==> src/rtl/cascade_counter.sv <==
module count_stage #(
  parameter int WIDTH      = 4,
  parameter bit SYNC_CLEAR = 1'b1
) (
  input  logic             clk,
  input  logic             clr_n,
  input  logic             ld_n,
  input  logic [WIDTH-1:0] d,
  input  logic             en_p,
  input  logic             en_t,
  output logic [WIDTH-1:0] q,
  output logic             rco
);
  logic [WIDTH-1:0] nxt;

  assign nxt = !ld_n ? d : (en_p && en_t) ? q + 1'b1 : q;
  assign rco = en_t && (&q);

  generate
    if (SYNC_CLEAR) begin : g_sync
      always_ff @(posedge clk)
        q <= !clr_n ? '0 : nxt;
    end else begin : g_async
      always_ff @(posedge clk or negedge clr_n)
        if (!clr_n) q <= '0;
        else        q <= nxt;
    end
  endgenerate
endmodule

module cascade_counter #(
  parameter int STAGES     = 3,
  parameter int STAGE_W    = 4,
  parameter bit SYNC_CLEAR = 1'b1,
  localparam int W         = STAGES * STAGE_W
) (
  input  logic         clk,
  input  logic         clr_n,
  input  logic         ld_n,
  input  logic [W-1:0] din,
  input  logic         en_p,
  input  logic         en_t,
  output logic [W-1:0] q,
  output logic         carry
);
  logic [STAGES:0] t_chain;

  assign t_chain[0] = en_t;
  assign carry      = t_chain[STAGES];

  generate
    for (genvar i = 0; i < STAGES; i++) begin : g_stage
      count_stage #(.WIDTH(STAGE_W), .SYNC_CLEAR(SYNC_CLEAR)) u_stage (
        .clk  (clk),
        .clr_n(clr_n),
        .ld_n (ld_n),
        .d    (din[i*STAGE_W +: STAGE_W]),
        .en_p (en_p),
        .en_t (t_chain[i]),
        .q    (q[i*STAGE_W +: STAGE_W]),
        .rco  (t_chain[i+1])
      );
    end
  endgenerate
endmodule

==> config.mk <==
export PLATFORM = sky130hd
export DESIGN_NAME = cascade_counter
export DESIGN_NICKNAME = d
export VERILOG_FILES = /design/src/rtl/cascade_counter.sv
export SDC_FILE = /design/constraint.sdc
export NUM_CORES = 1
export LEC_CHECK = 0
export BUFFER_PORTS_ARGS = -buffer_cell sky130_fd_sc_hd__buf_2
export CAP_MARGIN = 20
export CORE_UTILIZATION = 44
export CTS_BUF_LIST = sky130_fd_sc_hd__clkbuf_8
export CTS_CLUSTER_SIZE = 30
export DETAILED_ROUTE_END_ITERATION = 10
export PLACE_DENSITY = 0.77
export SYNTH_ARGS = -nofsm -noshare
export SYNTH_HDL_FRONTEND = slang
export SYNTH_HIERARCHICAL = 1
export SYNTH_SLANG_ARGS = --single-unit
==> constraint.sdc <==
create_clock -name clk -period 2.9 [get_ports clk]
set_clock_uncertainty 0.05 [all_clocks]
set_input_delay 0.58 -clock clk [delete_from_list [all_inputs] [get_ports clk]]
set_output_delay 0.58 -clock clk [all_outputs]
set_load 0.005 [all_outputs]
# Word-level counts from Yosys, hierarchy flattened
# Index checks and enable logic that the tools add are counted.
# classes
reduce_logical,9
mux,6
n_addsub,3
n_eq_ne,3
# ops
operator,count
4-bit two-way mux,6
"4-bit by 1-bit adder with 4-bit output, second input constant",3
4-bit AND reduction,3
1-bit logical AND,6
"2-bit by 1-bit inequality test with 1-bit output, second input constant",3
# totals
reg_bits,12
output_inout_bits,13
wordCells,24
input_bits,17

# Depth between registers and ports, before layout
# logic_depth
ltp_word,6
depth_mapped,8
ltp_nobuf,8

# By module
# The synthesis kept the hierarchy.
# by_module_without_submodules
mod,instances,cells_per_inst,seq_area_each_um2,area_per_inst_um2
count_stage,3,26,80.1,203.9

# Worst setup path after synthesis
# OpenSTA, ideal clock, no wires.
# synth_path
path_type,input port to output port
from,input port en_t
to,output port carry
t_arrival_ps,1329
n_path_buf,0
path_stages,6
t_required_ps,2270
setup_slack_ps,941
path_cell_list,nand2_1 > nor2_1 > nand2_1 > nor2_1 > nand2_1 > nor2_1
# synth_via
elab_chain_cells,3
# synth_lines
item,line_no,rtl
"start, declared",42,"input logic en_t,"
1-bit logical AND,17,assign rco = en_t && (&q);
net t_chain[1],46,logic [STAGES:0] t_chain;
1-bit logical AND,17,
net t_chain[2],46,
1-bit logical AND,17,
"end, declared",44,output logic carry
# The timed path passes the listed nets, and every way through them passes these cells.

# Worst setup path after layout
# layout_path
from,register g_stage[0].u_stage.q[0]
to,output port carry
# layout_via
elab_chain_cells,4
# layout_lines
item,line_no,rtl
"start, declared",11,"output logic [WIDTH-1:0] q,"
"start signal, assigned",22,q <= !clr_n ? '0 : nxt;
4-bit AND reduction,17,
1-bit logical AND,17,
net t_chain[1],46,
1-bit logical AND,17,
net t_chain[2],46,
1-bit logical AND,17,
# The timed path passes the listed nets, and every way through them passes these cells.

==> results.toml <==
[grt]
grt_max_degree = 25
antenna_found_initial = 0
grt_usage = 0.201
grt_overflow_total = 0
grt_pass1_vias = 517
grt_pass1_wl_mm = 2.10

[timing]
finalMaxSlewViolations = 0
timing.slew.headroom = 0.749
fmax_mhz = 420
finalHoldViolations = 0
setup_slack_ns = 0.519
worst_slew_pin_slew_ns = 0.377
rsz0062_at_grt = "no"
layout_min_cycle_time_ns = 2.38
finalCritPeriodShare = 0.821
setup_viol = 0
fin_setup_tns_ns = 0

[synthesis]
synth_area_per_cell_um2 = 7.84
ys.warnings.count = 6
ys_seq_area_frac = 0.393
synthesis.nets = 98
synthesis.area_um2 = 612
synth_seq_cells = 12
synthCells = 78
synthDistinctLibCells = 13

[layout]
num-nets-final = 132
drive_above_1_share = 0.291
stdcell_count = 125
seq_area_um2 = 240
top_register = "g_stage.u_stage/q"
n_fill_cell = 129
largestRegisters = "g_stage.u_stage/q (12)"
largest_reg_flops = 12
design_area_um2 = 817
area_delta_synth_final_pct = 33.5
finalCoreUtilization = 0.628
layout_common_cells = "buf_2, nand2_1, dfxtp_1"
layout_commonest_cell = "buf_2"
num_antenna_cells = 0
multi_input_area_um2 = 360

[clocking]
insertion_delay_ns = 0.23
cts_resized = 0
ctsHtreeMaxLevel = 1
cts_setup_buffers = 0
cts_inserted_buffers = 3
clk_pin_slew_ns = 0.05
cts.sinks = 12
cts_tree = "yes"
cts-root-buf = "clkbuf_8"
clockBufferDepth = 2
ctsHoldBuffers = 0

[status]
outcome = "finished, final reports clean"

[worst_setup_path]
worstPathArrival_ns = 1.75
r2r_slack_ns = 0.98
critPathLaunchType = "register"
crit_fanout = 4
crit_buf_inv = 1
critPathSlowestCell = "dfxtp_1"
path_class = "reg2out"
crit_chain = "ha_1 > nand2_1 > nor2_1 > nand2_1 > nor2_1 > nand2_1 > nor2_1 > buf_2"
end_kind = "output pin"
critical_path.top_delay_family = "simple AND/OR/NAND/NOR gates"
cp.required_ns = 2.27
max_stage_delay_ns = 0.39

[pwr]
p_clk_frac = 0.374
ir_drop_uv = 311
internal_power_uw = 296
p_seq_frac = 0.482
switching_power_uw = 95.1
comb_power_share = 0.144
power_density_nw_per_um2 = 479
leakage_nw = 0.365
swShare = 0.243

[die]
die_y_um = 39.3
coreArea_um2 = 1300
pin_count = 30
initial_core_util = 0.470
rows = 13
dieArea_um2 = 1540
dieWidth_um = 39.3

[placement]
port_buffers = 29
pre_cts_slack_ns = 0.603
place_congestion = 0.678
dp_hpwl_mm = 1.03
dp_cells = 122
place_area_um2 = 776

[drt]
drtIter0Drc = 7
drt_drc_violations_left = 0
drt-wirelength-per-cell_um = 10.8
via_per_inst = 5.27
routed_wl_mm = 1.34
num_vias = 659
dr.pass1.iters = 2
final_antenna_net_count = 0

[worst_hold_path]
worstHoldPathType = "reg2reg"

[job]
cap_violations = 0
==> cells by family (layout without fill, tap and decap cells) <==
kind of cell	count (synthesis)	count (layout)	synth area share
simple gates	33	33	0.233
compound gates	21	21	0.209
flops	12	12	0.393
xor+xnor	6	6	0.0859
fa+ha+maj	3	3	0.0614
buf+inv	3	35	0.0184
==> power by group through the flow <==
stage          combinational (mW)  clock (mW)  sequential [mW]
6_report                   0.0562       0.146            0.189
3_3_place_gp               0.0552           0            0.192
2_1_floorplan              0.0229           0            0.192
4_1_cts                    0.0570       0.152            0.189
3_5_place_dp               0.0570           0            0.192
5_1_grt                    0.0657       0.156            0.191
==> area by class of cell <==
type,instances,area share
tap,15,0.0230
multi-input combinational,63,0.441
inverter,3,0.0138
sequential,12,0.294
timing repair buffer,29,0.178
clock buffer,3,0.0505
==> final timing paths <==
kind | startpoint | cells after the start | endpoint
setup / recovery | g_stage[0].u_stage/q[0]$_SDFFE_PN0P_ | 8 | carry
hold / removal | g_stage[2].u_stage/q[3]$_SDFFE_PN0P_ | 2 | g_stage[2].u_stage/q[3]$_SDFFE_PN0P_
setup reg to reg | g_stage[0].u_stage/q[0]$_SDFFE_PN0P_ | 8 | g_stage[2].u_stage/q[3]$_SDFFE_PN0P_
hold reg to reg | g_stage[2].u_stage/q[3]$_SDFFE_PN0P_ | 2 | g_stage[2].u_stage/q[3]$_SDFFE_PN0P_
==> worst min-delay path, stage by stage, from the launching register on <==
cell and delay (ns):
dfxtp_1 0.32, o21ai_0 0.07, a31oi_1 0.07
==> stage by stage <==
step | power, mW | hold slack [ns]
after CTS | 0.398 | 0.466
after floorplan | 0.215 | 0.450
after detailed placement | 0.249 | 0.459
after global routing | 0.413 | 0.503
after global placement | 0.247 | 0.454
final | 0.392 | 0.462
==> cell usage after synthesis <==
| library cell | count | area share |
|---|---|---|
| dfxtp_1 | 12 | 0.39 |
| nand2_1 | 12 | 0.074 |
| nand3_1 | 9 | 0.074 |
| nor2_1 | 9 | 0.055 |
| o21ai_0 | 9 | 0.074 |
| xor2_1 | 6 | 0.086 |
| a211oi_1 | 3 | 0.037 |
| a21oi_1 | 3 | 0.025 |
| a311oi_1 | 3 | 0.043 |
| a31oi_1 | 3 | 0.031 |
| ha_1 | 3 | 0.061 |
| inv_1 | 3 | 0.018 |
| or3_1 | 3 | 0.031 |
==> layer usage <==
| layer | vias to the layer above | GRT usage | part of all wire |
|---|---|---|---|
| met2 | 20 | 0.308 | 0.47 |
| met5 | - | 0 | 0 |
| met1 | 290 | 0.266 | 0.47 |
| met3 | 2 | 0.0341 | 0.053 |
| li1 | 347 | - | - |
| met4 | 0 | 0.103 | 0.0082 |
No activity file was read; power rests on OpenSTA's default activity.
